**src/rtl/lsu_pkg.sv**
```systemverilog
package lsu_pkg;

    typedef enum logic [1:0] {
        ST_IDLE     = 2'd0,
        ST_RAM_RSP  = 2'd1,
        ST_ZERO_RSP = 2'd2
    } lsu_state_e;

    typedef enum logic [1:0] {
        SZ_BYTE = 2'd0,
        SZ_HALF = 2'd1,
        SZ_WORD = 2'd2,
        SZ_WIDE = 2'd3
    } acc_size_e;

    typedef struct packed {
        logic [1:0] off;
        acc_size_e  size;
        logic       zext;
        logic [4:0] rd;
    } pend_load_t;

endpackage

```
**src/rtl/lsu_ea_gen.sv**
```systemverilog
module lsu_ea_gen #(
    parameter int          XLEN         = 32,
    parameter int          IMMW         = 12,
    parameter logic [31:0] CONSOLE_ADDR = 32'h8000_0000
) (
    input  logic [XLEN-1:0] base,
    input  logic [6:0]      imm_hi,
    input  logic [4:0]      imm_mid,
    input  logic [4:0]      imm_st_lo,
    input  logic            store_form,
    output logic [XLEN-1:0] ea,
    output logic            in_ram,
    output logic            is_console
);
    logic [IMMW-1:0] imm;
    logic [XLEN-1:0] imm_ext;

    always_comb begin
        imm     = store_form ? {imm_hi, imm_st_lo} : {imm_hi, imm_mid};
        imm_ext = {{(XLEN-IMMW){imm[IMMW-1]}}, imm};
        ea      = base + imm_ext;
        in_ram     = ~ea[XLEN-1];
        is_console = (ea == CONSOLE_ADDR[XLEN-1:0]);
    end
endmodule

```
**src/rtl/lsu_wr_steer.sv**
```systemverilog
module lsu_wr_steer
    import lsu_pkg::*;
#(
    parameter int XLEN = 32,
    localparam int NLANE = XLEN / 8,
    localparam int OFFW  = $clog2(NLANE)
) (
    input  acc_size_e        size,
    input  logic [OFFW-1:0]  off,
    input  logic [XLEN-1:0]  data,
    output logic [NLANE-1:0] be,
    output logic [XLEN-1:0]  wdata,
    output logic [NLANE-1:0] con_be,
    output logic [XLEN-1:0]  con_data
);
    logic [OFFW:0]      nbytes;
    logic [NLANE-1:0]   lane_mask;

    always_comb begin
        unique case (size)
            SZ_BYTE: nbytes = (OFFW+1)'(1);
            SZ_HALF: nbytes = (OFFW+1)'(2);
            default: nbytes = (OFFW+1)'(NLANE);
        endcase
    end

    for (genvar i = 0; i < NLANE; i++) begin : g_lane
        assign lane_mask[i]        = ((OFFW+1)'(i) < nbytes);
        assign con_data[i*8 +: 8]  = lane_mask[i] ? data[i*8 +: 8] : 8'h00;
    end

    assign con_be = lane_mask;
    assign be     = lane_mask << off;
    assign wdata  = data << {off, 3'b000};
endmodule

```
**src/rtl/lsu_rd_align.sv**
```systemverilog
module lsu_rd_align
    import lsu_pkg::*;
#(
    parameter int XLEN = 32,
    localparam int NLANE = XLEN / 8,
    localparam int OFFW  = $clog2(NLANE)
) (
    input  logic [XLEN-1:0] rdata,
    input  logic [OFFW-1:0] off,
    input  acc_size_e       size,
    input  logic            zext,
    output logic [XLEN-1:0] result
);
    logic [XLEN-1:0] shifted;

    always_comb begin
        shifted = rdata >> {off, 3'b000};
        unique case (size)
            SZ_BYTE: result = {{(XLEN-8){~zext & shifted[7]}}, shifted[7:0]};
            SZ_HALF: result = {{(XLEN-16){~zext & shifted[15]}}, shifted[15:0]};
            default: result = shifted;
        endcase
    end
endmodule

```
**src/rtl/lsu_console_top.sv**
```systemverilog
module lsu_console_top
    import lsu_pkg::*;
#(
    parameter int          XLEN         = 32,
    parameter logic [31:0] CONSOLE_ADDR = 32'h8000_0000
) (
    input  logic              clk,
    input  logic              rst_n,
    input  logic              req_load,
    input  logic              req_store,
    input  logic [XLEN-1:0]   base_addr,
    input  logic [6:0]        imm_hi,
    input  logic [4:0]        imm_mid,
    input  logic [4:0]        rd_field,
    input  logic [2:0]        fn_code,
    input  logic [XLEN-1:0]   store_data,
    output logic              ld_valid,
    output logic [4:0]        ld_rd,
    output logic [XLEN-1:0]   ld_data,
    output logic              ram_en,
    output logic              ram_we,
    output logic [XLEN-1:0]   ram_addr,
    output logic [XLEN/8-1:0] ram_be,
    output logic [XLEN-1:0]   ram_wdata,
    input  logic [XLEN-1:0]   ram_rdata,
    output logic              con_valid,
    output logic [XLEN/8-1:0] con_be,
    output logic [XLEN-1:0]   con_data
);
    localparam int NLANE = XLEN / 8;
    localparam int OFFW  = $clog2(NLANE);

    lsu_state_e       state, state_nx;
    pend_load_t       pend;
    logic             st_req;
    logic [XLEN-1:0]  ea;
    logic             in_ram, is_console;
    acc_size_e        req_size;
    logic [NLANE-1:0] st_be, c_be;
    logic [XLEN-1:0]  st_wdata, c_data, aligned;
    logic             hi_pending;

    // A simultaneous load wins
    assign st_req   = req_store & ~req_load;
    assign req_size = acc_size_e'(fn_code[1:0]);

    lsu_ea_gen #(.XLEN(XLEN), .CONSOLE_ADDR(CONSOLE_ADDR)) u_ea (
        .base(base_addr), .imm_hi(imm_hi), .imm_mid(imm_mid), .imm_st_lo(rd_field),
        .store_form(st_req), .ea(ea), .in_ram(in_ram), .is_console(is_console)
    );

    lsu_wr_steer #(.XLEN(XLEN)) u_wr (
        .size(req_size), .off(ea[OFFW-1:0]), .data(store_data),
        .be(st_be), .wdata(st_wdata), .con_be(c_be), .con_data(c_data)
    );

    lsu_rd_align #(.XLEN(XLEN)) u_rd (
        .rdata(ram_rdata), .off(pend.off), .size(pend.size), .zext(pend.zext),
        .result(aligned)
    );

    // State register and pending-load capture
    always_ff @(posedge clk) begin
        if (!rst_n) begin
            state      <= ST_IDLE;
            pend       <= '0;
            hi_pending <= 1'b0;
        end else begin
            state <= state_nx;
            if (state == ST_IDLE && req_load) begin
                pend.off   <= ea[1:0];
                pend.size  <= req_size;
                pend.zext  <= fn_code[2];
                pend.rd    <= rd_field;
                hi_pending <= ~in_ram;
            end
        end
    end

    // Next state
    always_comb begin
        state_nx = state;
        unique case (state)
            ST_IDLE: begin
                if (req_load) state_nx = in_ram ? ST_RAM_RSP : ST_ZERO_RSP;
            end
            ST_RAM_RSP:  state_nx = ST_IDLE;
            ST_ZERO_RSP: state_nx = ST_IDLE;
            default:     state_nx = ST_IDLE;
        endcase
    end

    // Outputs
    always_comb begin
        ram_en    = 1'b0;
        ram_we    = 1'b0;
        ram_addr  = {ea[XLEN-1:2], 2'b00};
        ram_be    = '0;
        ram_wdata = '0;
        con_valid = 1'b0;
        con_be    = '0;
        con_data  = '0;
        ld_valid  = 1'b0;
        ld_rd     = pend.rd;
        ld_data   = '0;
        unique case (state)
            ST_IDLE: begin
                ram_en = (req_load | st_req) & in_ram;
                ram_we = st_req & in_ram;
                if (st_req & in_ram) begin
                    ram_be    = st_be;
                    ram_wdata = st_wdata;
                end
                if (st_req & is_console) begin
                    con_valid = 1'b1;
                    con_be    = c_be;
                    con_data  = c_data;
                end
            end
            ST_RAM_RSP: begin
                ld_valid = (pend.rd != 5'd0);
                ld_data  = aligned;
            end
            ST_ZERO_RSP: begin
                ld_valid = (pend.rd != 5'd0);
            end
            default: ;
        endcase
    end

    // Assertions
    assert_ram_window_R3: assert property (@(posedge clk) disable iff (!rst_n)
        ram_en |-> !ram_addr[XLEN-1]);

    assert_console_excl_R6: assert property (@(posedge clk) disable iff (!rst_n)
        con_valid |-> !ram_en);

    assert_load_origin_R4: assert property (@(posedge clk) disable iff (!rst_n)
        (state == ST_IDLE && req_load && rd_field != 5'd0) |=> ld_valid);

    assert_rd_nonzero_R9: assert property (@(posedge clk) disable iff (!rst_n)
        ld_valid |-> ld_rd != 5'd0);

    assert_resp_ignores_R11: assert property (@(posedge clk) disable iff (!rst_n)
        (state != ST_IDLE) |-> (!ram_en && !con_valid));

    assert_byte_lane_R3: assert property (@(posedge clk) disable iff (!rst_n)
        (ram_we && fn_code[1:0] == 2'd0) |-> $onehot(ram_be));

    assert_high_zero_R8: assert property (@(posedge clk) disable iff (!rst_n)
        (ld_valid && hi_pending) |-> ld_data == '0);

endmodule

```
**config.mk**
```make
export PLATFORM = sky130hd
export DESIGN_NAME = lsu_console_top
export DESIGN_NICKNAME = d
export VERILOG_FILES = /design/src/rtl/lsu_pkg.sv /design/src/rtl/lsu_ea_gen.sv /design/src/rtl/lsu_wr_steer.sv /design/src/rtl/lsu_rd_align.sv /design/src/rtl/lsu_console_top.sv
export SDC_FILE = /design/constraint.sdc
export NUM_CORES = 1
export LEC_CHECK = 0
export ABC_AREA = 1
export BUFFER_PORTS_ARGS = -buffer_cell sky130_fd_sc_hd__buf_2
export CORE_ASPECT_RATIO = 0.5
export CORE_UTILIZATION = 40
export DETAILED_ROUTE_END_ITERATION = 12
export HOLD_SLACK_MARGIN = 0.1
export PLACE_DENSITY = 0.69
export SYNTH_ARGS = -nofsm -noshare
export SYNTH_HDL_FRONTEND = slang
export SYNTH_SLANG_ARGS = --single-unit
export TNS_END_PERCENT = 100
```
**constraint.sdc**
```tcl
create_clock -name clk -period 5.2 [get_ports clk]
set_clock_uncertainty 0.05 [all_clocks]
set_input_delay 1.04 -clock clk [delete_from_list [all_inputs] [get_ports clk]]
set_output_delay 1.04 -clock clk [all_outputs]
set_load 0.03 [all_outputs]
```
==> impl_metrics.py <==
metrics = {
    "die": {
        "die_y_um": 84.4,
        "initial_core_util_pct": 41.9,
        "chipWidth_um": 167,
        "core_mm2": 0.0130,
        "die_area_mm2": 0.0141,
        "pin_count": 265,
        "rows": 29,
    },
    "sta": {
        "worst_pin_slew_ps": 1210,
        "max_freq_mhz": 198,
        "whs_ps": 412,
        "hold_viol_final": 0,
        "post-route-min-period_ps": 5060,
        "fin_setup_tns_ps": 0,
        "post-route-period-util_pct": 97.3,
        "fin_ws_ps": 141,
        "slew_viol_final": 0,
        "finalSetupViolCount": 0,
        "slew-limit-headroom_pct": 19.3,
    },
    "worst_setup_path": {
        "critPathLaunch": "req_load",
        "worst_setup_path_end_kind": "output pin",
        "r2r_slack_ps": 3570,
        "cpMostUsedCell": "nand2_1",
        "slowest_delay_ps": 340,
        "cp_max_fo": 8,
        "worst_path_max_delay_cell": "fa_2",
        "critical_path_buf_inv_count": 6,
        "cp_num_cells": 23,
        "critPathTopFamily": "simple AND/OR/NAND/NOR gates",
        "required_ps": 4110,
        "r2r-end": "pend[6]",
        "startpoint_type": "input port",
        "r2r_start": "state[0]",
        "endpoint": "con_data[27]",
        "path_cells": "buf_2 -> nor2_4 -> inv_2 -> nand2_1 -> nand2_1 -> ha_2 -> fa_2 -> buf_4 -> inv_1 -> nand2_1 -> nand2_1 -> nand2_1 -> nor2_1 -> nand3_1 -> nor2_1 -> nand3_2 -> nor2_4 -> nand3_4 -> nor3_4 -> nand2_4 -> clkbuf_16 -> nor2_4 -> buf_2",
        "path_class": "in2out",
        "r2r_cells": 6,
        "cp.arrival_ps": 3970,
    },
    "synthesis": {
        "synth_commonest_cells": "nand2_1, inv_1, nor2_1",
        "synthDistinctLibCells": 40,
        "postSynthAreaPerCell_um2": 5.18,
        "async_reset_ff_share_pct": 0,
        "ys_warn_count": 0,
        "ys_top_cells_by_area": "nand2_1, inv_1, nor2_1",
        "synth_largest_area_cell": "nand2_1",
        "synth_top_cell_area_share_pct": 24.6,
        "synth_edf_count": 0,
        "ys_seq_area_share_pct": 4.43,
        "synth.most_common_cell": "nand2_1",
        "synth-main-ff-cell": "dfxtp_1",
        "synthCells": 1048,
        "ys_seq_elements": 12,
        "netlist_area_mm2": 0.00543,
    },
    "global_route": {
        "use_met1_pct": 35.3,
        "grtUsageTotal_pct": 26.4,
        "grt_pass1_vias": 6468,
        "antenna_found_initial": 0,
        "grt_use_met2_pct": 46.2,
        "grt_overflow_total": 0,
        "grt_pass1_wl_mm": 31.0,
        "grt_max_degree": 49,
        "grtUsageMet3_pct": 2.12,
        "grt.busiest_layer": "met2",
    },
    "clock_network": {
        "cts_root_buffer": "clkbuf_16",
        "cts_tree": "done",
        "clk_latency_ps": 240,
        "clockBufferDepth": 2,
        "cts_sinks": 12,
        "ctsHtreeMaxLevel": 1,
        "hold_buffers": 0,
        "post_cts_buffers": 0,
        "path_clk_slew_ps": 40,
        "cts_buffers": 3,
    },
    "layout": {
        "final_layout_size_suffix_gt1_share_pct": 29.7,
        "syn_to_final_growth_pct": 26.2,
        "finalNetCount": 1419,
        "finish.utilization_pct": 52.9,
        "diodes": 0,
        "fin_area_mm2": 0.00685,
    },
    "routing": {
        "wl_per_cell_um": 13.4,
        "drtPass1Iterations": 5,
        "drc": 0,
        "num_vias": 7162,
        "drt-total-wl_mm": 19.3,
        "ant_nets": 0,
        "drtIter0Drc": 578,
        "avgViaCountPerCell": 4.99,
    },
    "place": {
        "port-buffer-count": 262,
        "place_area_mm2": 0.00662,
        "dp_slack_ps": 153,
        "gp_congestion": 0.942,
        "hpwl_mm": 16.1,
    },
    "pwr": {
        "power.density_mw_per_mm2": 177,
        "p_leak_nw": 4.19,
        "peakVddDrop_mv": 0.0984,
    },
    "flow_run": {
        "cap_violations": 0,
    },
    "min_path": {
        "min_path_type": "reg2reg",
    },
    "run_status": {
        "outcome": "complete, no violations",
    },
}
## cell type report
class | instances | area, um^2
fillers | 1441 | 6100
multi-input cells | 800 | 4140
repair buffers | 278 | 1530
inverters | 170 | 638
flip-flops and latches | 12 | 240
well taps | 170 | 213
clock buffers | 4 | 88.8
## stage by stage
stage               cells  total power, mW
finish               1434             1.21
CTS                  1431             1.20
floorplan            1049            0.837
global placement     1427             1.03
global route         1434             1.31
detailed placement   1427             1.04
## how the worst min path moves through the flow
| stage | startpoint | depth (start not counted) | to |
|---|---|---|---|
| floorplan | state[1] | 2 | state[1] |
| global placement | state[1] | 2 | state[1] |
| detailed placement | state[1] | 2 | state[1] |
| CTS | state[1] | 2 | state[1] |
| global route | state[1] | 2 | state[1] |
| finish | state[1] | 2 | state[1] |
## where the power goes
| group | switching (mW) | total [mW] | internal (mW) |
|---|---|---|---|
| Sequential | 0.00827 | 0.111 | 0.103 |
| Clock | 0.0370 | 0.153 | 0.116 |
| Combinational | 0.666 | 0.945 | 0.279 |
| Total | 0.712 | 1.21 | 0.498 |
## sequential cells by signal, summed over array words and instances, names as in the netlist
register / count
ld_rd: 5
pend: 5
state: 2
## cell usage in the layout (no fill, tap or decap), types with 2 or more instances in the layout
| cell type | netlist | layout |
|---|---|---|
| inv_2 | 16 | 17 |
| conb_1 | 1 | 2 |
| a211oi_1 | 7 | 7 |
| clkbuf_4 | 0 | 12 |
| nand3_2 | 3 | 4 |
| a21oi_1 | 66 | 66 |
| clkinv_1 | 4 | 4 |
| nand3_1 | 48 | 47 |
| nand2_2 | 16 | 17 |
| xnor2_1 | 3 | 3 |
| nor3_2 | 5 | 5 |
| clkbuf_16 | 0 | 5 |
| a311o_1 | 7 | 7 |
| buf_6 | 0 | 2 |
| nor3_1 | 5 | 5 |
| nor2_4 | 31 | 31 |
| ha_1 | 33 | 31 |
| o21bai_1 | 2 | 2 |
| a21o_1 | 3 | 3 |
| a31oi_1 | 7 | 7 |
| nand2_1 | 356 | 355 |
| inv_1 | 150 | 149 |
| buf_2 | 1 | 247 |
| buf_4 | 37 | 14 |
| a21oi_2 | 3 | 3 |
| dfxtp_1 | 12 | 12 |
| nand3b_1 | 7 | 7 |
| o21ai_0 | 46 | 46 |
| nand4_1 | 11 | 11 |
| nor2_2 | 7 | 8 |
| nor2_1 | 122 | 121 |
| nand2_4 | 2 | 2 |
## worst reg2reg max path, cell delays in order (launching register included)
cell and delay (ps):
dfxtp_1 320, inv_1 70, ha_1 250, nand2_1 330, inv_1 220, o21ai_0 210
a21oi_1 60
## cell families after synthesis
family          Yosys count  share of synthesized area (%)
other cells               1                         0.0691
buf+inv                 237                           19.9
simple gates            617                           52.1
compound gates          143                           14.9
xor+xnor                  4                          0.646
flops                    12                           4.43
fa+ha+maj                34                           7.98
## routing by layer
layer | wire, um | part of all wire (%)
met4 | 336 | 1.7
met3 | 1330 | 6.9
met5 | 0 | 0
met2 | 8780 | 46
met1 | 8810 | 46
## what timing repair did
action,CTS,global route
gates resized for setup,0,27
hold endpoints to repair,0,0
endpoints found under the setup margin,0,31
Note: power is estimated with default switching activity, not from simulation.
